==> src/rtl/gpio_dirport_pkg.sv <==
package gpio_dirport_pkg;

   // Pins served by pull-up and wake detection; pin 4 only on the wide variant.
   function automatic logic wake_eligible(input int unsigned idx, input bit wide);
      return (idx == 0) || (idx == 1) || (idx == 3) || (wide && (idx == 4));
   endfunction

endpackage

==> src/rtl/gpio_sync.sv <==
module gpio_sync #(
   parameter int unsigned WIDTH  = 6,
   parameter int unsigned STAGES = 2
) (
   input  logic             clk,
   input  logic             rst_n,
   input  logic [WIDTH-1:0] d_async,
   output logic [WIDTH-1:0] q_sync
);

   logic [WIDTH-1:0] chain [STAGES];

   always_ff @(posedge clk or negedge rst_n) begin
      if (!rst_n) chain[0] <= '0;
      else        chain[0] <= d_async;
   end

   for (genvar s = 1; s < STAGES; s++) begin : g_stage
      always_ff @(posedge clk or negedge rst_n) begin
         if (!rst_n) chain[s] <= '0;
         else        chain[s] <= chain[s-1];
      end
   end

   assign q_sync = chain[STAGES-1];

endmodule

==> src/rtl/gpio_drive.sv <==
module gpio_drive #(
   parameter int unsigned PORT_W      = 6,
   parameter int unsigned IN_ONLY_IDX = 3
) (
   input  logic              clk,
   input  logic              rst_n,
   input  logic              port_wr,
   input  logic              dir_wr,
   input  logic [PORT_W-1:0] wdata,
   output logic [PORT_W-1:0] pad_oe,
   output logic [PORT_W-1:0] pad_out
);

   logic [PORT_W-1:0] out_latch;

   always_ff @(posedge clk or negedge rst_n) begin
      if (!rst_n)       out_latch <= '0;
      else if (port_wr) out_latch <= wdata;
   end

   assign pad_out = out_latch;

   for (genvar i = 0; i < PORT_W; i++) begin : g_bit
      if (i == IN_ONLY_IDX) begin : g_in_only
         assign pad_oe[i] = 1'b0;
      end else begin : g_bidir
         logic dir_hiz;
         always_ff @(posedge clk or negedge rst_n) begin
            if (!rst_n)      dir_hiz <= 1'b1;
            else if (dir_wr) dir_hiz <= wdata[i];
         end
         assign pad_oe[i] = ~dir_hiz;
      end
   end

endmodule

==> src/rtl/gpio_wake.sv <==
module gpio_wake #(
   parameter int unsigned       PORT_W        = 6,
   parameter int unsigned       RESET_PIN_IDX = 3,
   parameter logic [PORT_W-1:0] ELIG_MASK     = 6'b001011
) (
   input  logic              clk,
   input  logic              rst_n,
   input  logic [PORT_W-1:0] pin_sync,
   input  logic              port_rd,
   input  logic              wake_en,
   input  logic              rstpin_sel,
   output logic              wake_flag
);

   localparam logic [PORT_W-1:0] RST_BIT = PORT_W'(1) << RESET_PIN_IDX;

   logic [PORT_W-1:0] snap;
   logic [PORT_W-1:0] watch;
   logic              diff;

   always_ff @(posedge clk or negedge rst_n) begin
      if (!rst_n)       snap <= '0;
      else if (port_rd) snap <= pin_sync;
   end

   assign watch = ELIG_MASK & ~(rstpin_sel ? RST_BIT : '0);
   assign diff  = |((pin_sync ^ snap) & watch);

   always_ff @(posedge clk or negedge rst_n) begin
      if (!rst_n)              wake_flag <= 1'b0;
      else if (wake_en && diff) wake_flag <= 1'b1;
   end

endmodule

==> src/rtl/gpio_dirport.sv <==
module gpio_dirport
   import gpio_dirport_pkg::*;
#(
   parameter int unsigned PORT_W        = 6,
   parameter int unsigned REG_W         = 8,
   parameter int unsigned IN_ONLY_IDX   = 3,
   parameter int unsigned RESET_PIN_IDX = 3,
   parameter int unsigned SYNC_STAGES   = 2,
   parameter bit          WIDE_VARIANT  = 1'b0
) (
   input  logic              clk,
   input  logic              rst_n,
   input  logic              port_wr,
   input  logic              dir_wr,
   input  logic [PORT_W-1:0] wdata,
   input  logic              port_rd,
   output logic [REG_W-1:0]  rdata,
   input  logic [PORT_W-1:0] alt_sel,
   input  logic              rstpin_sel,
   input  logic              pullup_en,
   input  logic              wake_en,
   input  logic [PORT_W-1:0] pin_in,
   output logic [PORT_W-1:0] pad_oe,
   output logic [PORT_W-1:0] pad_out,
   output logic [PORT_W-1:0] pad_pullup,
   output logic              wake_flag
);

   function automatic logic [PORT_W-1:0] build_elig();
      logic [PORT_W-1:0] m;
      for (int unsigned i = 0; i < PORT_W; i++) m[i] = wake_eligible(i, WIDE_VARIANT);
      return m;
   endfunction

   localparam logic [PORT_W-1:0] ELIG_MASK = build_elig();
   localparam logic [PORT_W-1:0] RST_BIT   = PORT_W'(1) << RESET_PIN_IDX;
   localparam int unsigned       PAD_W     = REG_W - PORT_W;

   if (PORT_W > REG_W)             begin : g_chk_w   $error("PORT_W exceeds REG_W");        end
   if (PORT_W < 5)                 begin : g_chk_min $error("PORT_W must be at least 5");   end
   if (IN_ONLY_IDX >= PORT_W)      begin : g_chk_io  $error("IN_ONLY_IDX out of range");    end
   if (RESET_PIN_IDX >= PORT_W)    begin : g_chk_rp  $error("RESET_PIN_IDX out of range");  end
   if (SYNC_STAGES < 2)            begin : g_chk_s   $error("SYNC_STAGES must be >= 2");    end

   logic [PORT_W-1:0] pin_sync;

   gpio_sync #(
      .WIDTH  (PORT_W),
      .STAGES (SYNC_STAGES)
   ) u_sync (
      .clk     (clk),
      .rst_n   (rst_n),
      .d_async (pin_in),
      .q_sync  (pin_sync)
   );

   gpio_drive #(
      .PORT_W      (PORT_W),
      .IN_ONLY_IDX (IN_ONLY_IDX)
   ) u_drive (
      .clk     (clk),
      .rst_n   (rst_n),
      .port_wr (port_wr),
      .dir_wr  (dir_wr),
      .wdata   (wdata),
      .pad_oe  (pad_oe),
      .pad_out (pad_out)
   );

   gpio_wake #(
      .PORT_W        (PORT_W),
      .RESET_PIN_IDX (RESET_PIN_IDX),
      .ELIG_MASK     (ELIG_MASK)
   ) u_wake (
      .clk        (clk),
      .rst_n      (rst_n),
      .pin_sync   (pin_sync),
      .port_rd    (port_rd),
      .wake_en    (wake_en),
      .rstpin_sel (rstpin_sel),
      .wake_flag  (wake_flag)
   );

   if (PAD_W > 0) begin : g_pad_hi
      assign rdata = {{PAD_W{1'b0}}, pin_sync & ~alt_sel};
   end else begin : g_no_pad
      assign rdata = pin_sync & ~alt_sel;
   end

   assign pad_pullup = (pullup_en ? ELIG_MASK : '0) | (rstpin_sel ? RST_BIT : '0);

endmodule

==> config.mk <==
export PLATFORM = sky130hd
export DESIGN_NAME = gpio_dirport
export DESIGN_NICKNAME = d
export VERILOG_FILES = /design/src/rtl/gpio_dirport_pkg.sv /design/src/rtl/gpio_sync.sv /design/src/rtl/gpio_drive.sv /design/src/rtl/gpio_wake.sv /design/src/rtl/gpio_dirport.sv
export SDC_FILE = /design/constraint.sdc
export NUM_CORES = 1
export LEC_CHECK = 0
export CORE_UTILIZATION = 38
export DETAILED_ROUTE_END_ITERATION = 7
export PLACE_DENSITY_LB_ADDON = 0.3
export SETUP_SLACK_MARGIN = 0.4
export SLEW_MARGIN = 20
export SYNTH_ARGS = -nofsm -noshare
export SYNTH_HDL_FRONTEND = slang
export SYNTH_SLANG_ARGS = --single-unit
==> constraint.sdc <==
create_clock -name clk -period 1 [get_ports clk]
set_input_delay 0.15 -clock clk [delete_from_list [all_inputs] [get_ports clk]]
set_output_delay 0.15 -clock clk [all_outputs]
set_load 0.02 [all_outputs]
## Word-level counts from Yosys, hierarchy flattened

Index checks and enable logic that the tools add are counted.
Widths: inputs -> output; s select.

| storage, ports and cells | value |
|---|---|
| output and inout bits | 27 |
| bits in registers | 30 |

| operators by class | value |
|---|---|
| bitwise logic cells | 11 |
| mux-type cells | 2 |
| reductions and logical operators | 2 |

Operators with widths:

| kind | number |
|---|---|
| $mux 4 | 2 |
| $and 6x4->6 | 1 |
| $and 6x6->6 | 1 |
| $not 6->6 | 1 |
| $or 4x6->6 | 1 |
| $reduce_or 6->1 | 1 |
| $xor 6x6->6 | 1 |
| $not 1->1 | 5 |
| $not 4->4 | 1 |
| $logic_and 1x1->1 | 1 |

## Longest topological paths before layout

Gate-level depths: netlist (run 1).

| depth | value |
|---|---|
| word-level depth | 5 |
| depth in mapped cells | 3 |

## Cells and area by module

A second synthesis (run 1) with hierarchy kept.

| unflattened totals | value |
|---|---|
| cells, all modules | 75 |
| area total of the unflattened synthesis | 1089.8 sq um |

By module, submodules not included:

| module | cells an instance | instances | area each (sq um) |
|---|---|---|---|
| gpio_drive | 30 | 1 | 469.2 |
| gpio_sync | 18 | 1 | 345.3 |
| gpio_wake | 12 | 1 | 175.2 |
| gpio_dirport | 15 | 1 | 100.1 |

## Worst setup path before layout (run 1)

OpenSTA, ideal clock, no wires.

| timing | value |
|---|---|
| path kind | register to register |
| start point | register u_sync.chain, in the netlist u_sync.q_sync[0] |
| end point | register u_wake.wake_flag |
| stages on the path, launching flop included | 4 |
| path slack | 0.105 ns |
| buffers on the path | 0 |
| clock period less this slack | 0.895 ns |
| data required time | 0.882 ns |
| arrival time | 0.777 ns |
| cell sequence | dfrtp_1 xnor2_1 o211ai_1 a21o_1 |

| on the way | value |
|---|---|
| longest elaborated chain between the ends | 4 |

RTL lines:

| element | line | source |
|---|---|---|
| start, declared | gpio_sync.sv:11 | `logic [WIDTH-1:0] chain [STAGES];` |
| start signal, assigned by index | gpio_sync.sv:21 | `else chain[s] <= chain[s-1];` |
| $xor 6x6->6 | gpio_wake.sv:27 | `assign diff = \|((pin_sync ^ snap) & watch);` |
| $and 6x4->6 | gpio_wake.sv:27 |  |
| $reduce_or 6->1 | gpio_wake.sv:27 |  |
| $logic_and 1x1->1 | gpio_wake.sv:31 | `else if (wake_en && diff) wake_flag <= 1'b1;` |
| end signal, assigned | gpio_wake.sv:30 | `if (!rst_n) wake_flag <= 1'b0;` |
| end signal, assigned | gpio_wake.sv:31 |  |
| end, declared | gpio_wake.sv:12 | `output logic wake_flag` |

Every way passes these cells.
A chain may end at the register's enable or synchronous reset.

## Worst setup path in the final report (run 1)

| timing | value |
|---|---|
| start point | register u_drive.g_bit[0].g_bidir.dir_hiz |
| end point | output port pad_oe[0] |

| on the way | value |
|---|---|
| longest elaborated chain between the ends | 1 |

RTL lines:

| element | line | source |
|---|---|---|
| start, declared | gpio_drive.sv:27 | `logic dir_hiz;` |
| start signal, assigned | gpio_drive.sv:30 | `else if (dir_wr) dir_hiz <= wdata[i];` |
| $not 1->1 | gpio_drive.sv:32 | `assign pad_oe[i] = ~dir_hiz;` |
| end, declared | gpio_dirport.sv:23 | `output logic [PORT_W-1:0] pad_oe,` |

Every way passes these cells.

==> impl_metrics.csv, run 1 <==
group,metric,value,unit
run_status,outcome,"finished, violations left",
run_status,violations,"setup timing",
logic_synthesis,yosysTopAreaCell,"dfrtp_1",
placed_design,dp_hpwl,1400,µm
layout,antenna_cells,0,
setup_path,cp-start-kind,"register",
routing,wl_per_cell,12.1,µm
logic_synthesis,yosysUniqueCellTypes,15,
logic_synthesis,synth_top_area_share,54.9,%
floorplanning,start_util,40.5,%
job,max-cap-violations,0,
timing,period_minus_slack,1.18,ns
logic_synthesis,avgSynthCellArea,13.6,µm²
global_route,grtUsageTotal,16.0,%
floorplanning,fp-row-count,18,
logic_synthesis,synthCells,74,
min_path,hp-class,"in2async",
logic_synthesis,async_reset_ff_share,100,%
clock_network,tritoncts,"yes",
setup_path,ff2ff_path_depth,5,
logic_synthesis,ys_seq_area_share,68.0,%
pwr,cellPowerDensity,1280,nW/µm²
logic_synthesis,yosys_warnings,0,
setup_path,critical_path_required,0.85,ns
timing,tns,-1.93,ns
layout,area_growth_syn_to_layout,82.7,%
floorplanning,core,2480,µm²
setup_path,reg2reg_to,"u_drive.g_bit[0].g_bidir.dir_hiz$_DFFE_PN1P_",
timing,clock.fmax,0.847,GHz
floorplanning,die_h,53.4,µm
layout,final_util,74.0,%
layout,fillCellCount,176,
timing,fin_ws,-0.181,ns
routing,postRouteAntennaNets,0,
setup_path,critical_path_class,"reg2out",
placed_design,placedCellCount,154,
logic_synthesis,synth.cell_area,1000,µm²
floorplanning,die_x,53.4,µm
clock_network,numCtsBuffers,3,
setup_path,reg2reg_from,"u_drive.g_bit[0].g_bidir.dir_hiz$_DFFE_PN1P_",
routing,drt_first_pass_iters,2,
global_route,grt-ovfl-total,0,
clock_network,clk_pin_slew,0.14,ns
routing,drt-initial-drc-count,1,
timing,report.final.hold_viol_count,0,
placed_design,place.gp.congestion,0.626,
layout,drive_gt1_share,62.4,%
logic_synthesis,yosysMostFrequentCell,"dfrtp_1",
global_route,grt_pass1_vias,764,
timing,fin_crit_sh,118,%
global_route,antenna_found_initial,0,
layout,multiInputGateArea,345,µm²
placed_design,numPortBuffers,46,
routing,viasPerCell,4.47,
routing,vias,764,
logic_synthesis,synth_edf_count,0,
setup_path,cp_data_arrival_time,1.03,ns
timing,fin_skew,0.00340,ns
pwr,leakage,0.851,nW
layout,final_nets,168,
clock_network,cts.sink_count,27,
floorplanning,num_io_pins,53,
timing,finalSetupViolations,23,
pwr,max-vdd-ir-drop,1.23,mV
clock_network,insertion_delay,0.31,ns
logic_synthesis,synthFlopType,"dfrtp_1",
layout,seqCellArea,689,µm²
logic_synthesis,synth_common_cells,"dfrtp_1, mux2_2, buf_4",
clock_network,htreeDepth,1,
timing,slew_violations,0,
setup_path,ff2ff_setup_slack,-0.07,ns
setup_path,worstPathMaxFanout,2,
layout,fin_cells,171,
floorplanning,fp.dieArea,2850,µm²
logic_synthesis,ys_ff_latch,27,
clock_network,clock_path_buffers,2,
timing,rsz0062_at_grt,"true",
global_route,grt_max_degree,28,
clock_network,ctsHoldBuffers,0,
clock_network,ctsRootBufferMaster,"clkbuf_4",
routing,drc,0,
setup_path,worst_setup_path_end_kind,"output port",
logic_synthesis,synth_area_leaders,"dfrtp_1, dfstp_2, mux2_2, buf_4, nor2b_1",
global_route,grt_first_pass_wirelength,3210,µm
routing,routed_wl,2080,µm
[worst max-delay path, cell delays in order (launching register included)]
cell and delay, ns:
dfstp_2 0.56, inv_2 0.04, buf_6 0.12
[cell families after synthesis]
kind of cell	share of synthesized area (%)
AND/OR/NAND/NOR	6.24
XOR/XNOR	2.62
multiplexers	10.1
buffers and inverters	8.73
AO/OA/AOI/OAI	3.99
other	0.374
flip-flops	68.0
[routing by layer]
layer / track usage [%] / vias up / part of all wire, %
li1: - / 357 / -
met5: 0 / - / 0
met1: 17.0 / 371 / 36
met4: 3.95 / 0 / 0
met2: 29.2 / 36 / 54
met3: 6.03 / 0 / 9.6
[state kept, by name (all words and copies together), names as in the netlist]
register and cells:
u_drive.pad_out 6, u_sync.q_sync 6, u_drive.g_bit.g_bidir.dir_hiz 5, u_wake.snap 3, u_wake.wake_flag 1, u_sync.chain 6
[per-stage QoR]
stage	area [µm²]	total power (W)	setup slack, ns	hold slack [ns]
6_report	1830	0.00235	-0.181	0.180
5_1_grt	1830	0.00247	-0.225	0.159
4_1_cts	1750	0.00232	-0.189	0.180
3_5_place_dp	1590	0.00177	-0.532	0.336
3_3_place_gp	1590	0.00176	-0.510	0.331
2_1_floorplan	1080	0.00148	0.125	-0.146
[cells in the final DEF (no fill, tap or decap), types with 2 or more instances in the layout]
| cell type | instances |
|---|---|
| buf_4 | 8 |
| buf_6 | 36 |
| clkbuf_4 | 3 |
| clkdlybuf4s50_1 | 22 |
| conb_1 | 6 |
| dfrtp_1 | 16 |
| dfrtp_2 | 6 |
| dfstp_2 | 5 |
| inv_2 | 5 |
| mux2_2 | 6 |
| mux2_4 | 3 |
| nand2_1 | 5 |
| nor2b_4 | 6 |
| o21ai_2 | 5 |
| xnor2_2 | 2 |
[what timing repair did]
item                                    in CTS  in global routing
setup buffers                                6                  7
resized for setup                          150                  9
endpoints found under the setup margin      36                 34
pin swaps                                    7                  7
[worst max path at each step]
stage | from | endpoint | cells past startpoint
after floorplan | u_sync.q_sync[1]$_DFF_PN0_ | u_wake.wake_flag$_DFFE_PN0P_ | 3
after global placement | pullup_en | pad_pullup[3] | 3
after detailed placement | pullup_en | pad_pullup[3] | 3
after CTS | u_drive.g_bit[0].g_bidir.dir_hiz$_DFFE_PN1P_ | pad_oe[0] | 2
after global routing | u_drive.g_bit[4].g_bidir.dir_hiz$_DFFE_PN1P_ | pad_oe[4] | 2
final | u_drive.g_bit[0].g_bidir.dir_hiz$_DFFE_PN1P_ | pad_oe[0] | 2
[final cells by class]
class / count / share of cell area (%)
Timing Repair Buffer: 68 / 39.0
Multi-Input combinational cell: 37 / 18.8
Inverter: 5 / 1.02
Tap cell: 30 / 2.05
Clock inverter: 1 / 0.273
Clock buffer: 3 / 1.23
Sequential cell: 27 / 37.6
[where the power goes]
group          total [W]  leakage [nW]  switching [W]  internal [W]
clock           0.000456        0.0177       0.000306      0.000149
combinational   0.000656         0.533       0.000260      0.000397
sequential       0.00124         0.300      0.0000467       0.00119
total            0.00235         0.851       0.000613       0.00173
Note: power is estimated with default switching activity, not from simulation.
==> inputs of run 2 (changes only) <==
--- a/config.mk
+++ b/config.mk
@@ -6,6 +6,7 @@
 export NUM_CORES = 1
 export LEC_CHECK = 0
 export CORE_UTILIZATION = 38
+export CTS_BUF_LIST = sky130_fd_sc_hd__clkbuf_16
 export DETAILED_ROUTE_END_ITERATION = 7
 export PLACE_DENSITY_LB_ADDON = 0.3
 export SETUP_SLACK_MARGIN = 0.4
==> run 2 against run 1 <==
The flow still finishes with violations (setup timing). Register-to-register slack better by 0.05 ns. Sequential share of layout area fell by 1.4 points. Final cell count fell by 1.2%. Wire length up 0.48%. Global-route usage stayed put. Die area did not move. First-iteration DRC count grew 100%. Sequential power about the same. Design area rose by 3.8%. Critical path depth is the same.
==> impl_metrics.csv, run 2 (synthesis results as in run 1) <==
group,metric,value,unit
layout,drive_gt1_share,62.6,%
clock_network,insertion_delay,0.25,ns
placed_design,place.gp.congestion,0.626,
global_route,grt_first_pass_wirelength,3200,µm
timing,clock.fmax,0.915,GHz
routing,drt_first_pass_iters,2,
routing,wl_per_cell,12.3,µm
floorplanning,num_io_pins,53,
timing,slew_violations,0,
pwr,pwr-share-seq,44.5,%
pwr,max-vdd-ir-drop,1.41,mV
placed_design,numPortBuffers,46,
layout,layout_commonest_cell,"buf_6",
global_route,grt_max_degree,28,
global_route,grt_pass1_vias,791,
run_status,outcome,"finished, violations left",
min_path,hp-class,"in2reg",
layout,fillCellCount,158,
routing,viasPerCell,4.51,
global_route,grtUsageTotal,16.0,%
setup_path,cp-start-kind,"register",
clock_network,ctsRootBufferMaster,"clkbuf_16",
floorplanning,fp-row-count,18,
global_route,antenna_found_initial,0,
setup_path,cp-endpoint,"pad_oe[4]",
timing,whs,0.246,ns
pwr,leakage,0.894,nW
floorplanning,core,2480,µm²
timing,report.final.hold_viol_count,0,
layout,final_area,1900,µm²
layout,fin_cells,169,
setup_path,worstPathMaxFanout,2,
global_route,grt-ovfl-total,0,
setup_path,reg2reg_to,"u_wake.wake_flag$_DFFE_PN0P_",
routing,postRouteAntennaNets,0,
placed_design,post_dp_cell_area,1590,µm²
routing,drc,0,
setup_path,cp_data_arrival_time,0.94,ns
timing,period_minus_slack,1.09,ns
clock_network,cts.sink_count,27,
routing,drt-initial-drc-count,2,
clock_network,clk_pin_slew,0.06,ns
run_status,violations,"setup timing",
setup_path,cp-startpoint,"u_drive.g_bit[4].g_bidir.dir_hiz$_DFFE_PN1P_",
routing,routed_wl,2090,µm
routing,vias,762,
pwr,power,0.00278,W
floorplanning,start_util,40.5,%
clock_network,tritoncts,"yes",
pwr,power_frac_comb,24.1,%
pwr,cellPowerDensity,1460,nW/µm²
pwr,p_sw_share,23.2,%
setup_path,reg2reg_from,"u_sync.q_sync[0]$_DFF_PN0_",
pwr,intPower,0.00214,W
floorplanning,fp.dieArea,2850,µm²
timing,fin_ws,-0.0930,ns
pwr,clock_power_share,31.4,%
clock_network,numCtsBuffers,3,
timing,fin_skew,0.00250,ns
layout,final_nets,166,
placed_design,dp_hpwl,1400,µm
floorplanning,die_x,53.4,µm
placed_design,placedCellCount,154,
timing,fin_crit_sh,109,%
setup_path,worst_setup_path_end_kind,"output port",
clock_network,htreeDepth,1,
timing,rsz0062_at_grt,"true",
timing,tns,-0.645,ns
timing,finalSetupViolations,12,
setup_path,ff2ff_setup_slack,-0.02,ns
layout,final_cell_mix,"buf_6, clkdlybuf4s50_1, dfrtp_1, mux2_4",
layout,area_growth_syn_to_layout,89.5,%
clock_network,clock_path_buffers,2,
job,max-cap-violations,0,
pwr,p_sw,0.000647,W
setup_path,ff2ff_path_depth,4,
layout,antenna_cells,0,
floorplanning,die_h,53.4,µm
setup_path,critical_path_class,"reg2out",
setup_path,critical_path_required,0.85,ns
[run 2: cell count changes in the layout (fill, tap and decap cells not counted), moves of 3 or more]
cell | before | now
mux2_2 | 6 | 0
buf_4 | 8 | 5
mux2_4 | 3 | 9
clkbuf_4 | 3 | 0
clkbuf_16 | 0 | 3
[run 2: stage by stage]
stage                     setup slack, ns  utilization [%]
after floorplan                     0.125                -
after global placement             -0.510             64.1
after detailed placement           -0.532             64.1
after CTS                         -0.0964             73.2
after global routing               -0.121             76.8
final                             -0.0930             76.8
[run 2: worst min-delay path by stage]
stage                                    startpoint                        endpoint  slack (ns)  depth (start not counted)
after floorplan                               rst_n  u_drive.pad_out[0]$_DFFE_PN0P_       -0.15                          0
after global placement    u_sync.chain[7]$_DFF_PN0_      u_sync.q_sync[1]$_DFF_PN0_        0.33                          0
after detailed placement  u_sync.chain[9]$_DFF_PN0_      u_sync.q_sync[3]$_DFF_PN0_        0.34                          0
after CTS                                     rst_n      u_sync.q_sync[0]$_DFF_PN0_        0.27                          2
after global routing                          rst_n       u_sync.chain[8]$_DFF_PN0_        0.26                          2
final                                    rstpin_sel    u_wake.wake_flag$_DFFE_PN0P_        0.25                          3
[run 2: routing by layer]
metal | GRT usage (%) | share of wire, % | vias to the layer above
li1 | - | - | 354
met1 | 15.7 | 36 | 368
met2 | 30.0 | 53 | 38
met3 | 6.90 | 9.8 | 2
met4 | 3.95 | 0.43 | 0
met5 | 0 | 0 | -
[run 2: area by class of cell]
type	count	area [µm²]	share of cell area, %
inverters	5	18.8	0.987
clock buffers	3	75.1	3.95
flip-flops and latches	27	689	36.3
well taps	30	37.5	1.97
clock inverters	1	5.00	0.263
multi-input cells	37	368	19.3
repair buffers	66	708	37.2
[run 2: power groups by stage]
stage	registers, W	logic [W]	clock network, W
global route	0.00125	0.000713	0.000955
detailed placement	0.00125	0.000525	0
floorplan	0.00127	0.000212	0
global placement	0.00124	0.000517	0
CTS	0.00124	0.000618	0.000896
finish	0.00124	0.000670	0.000875
[run 2: repair_timing]
item / 4_1_cts / 5_1_grt
endpoints found under the setup margin: 36 / 34
buffers inserted: 4 / 7
resized for setup: 160 / 10
endpoints found under the hold margin: 0 / 0
gates cloned: 0 / 0
hold buffers: 0 / 0
pin swaps: 6 / 8
[run 2: critical path, stage by stage (launching register included)]
cell and delay (ns):
dfstp_2 0.53, inv_2 0.04, buf_6 0.12
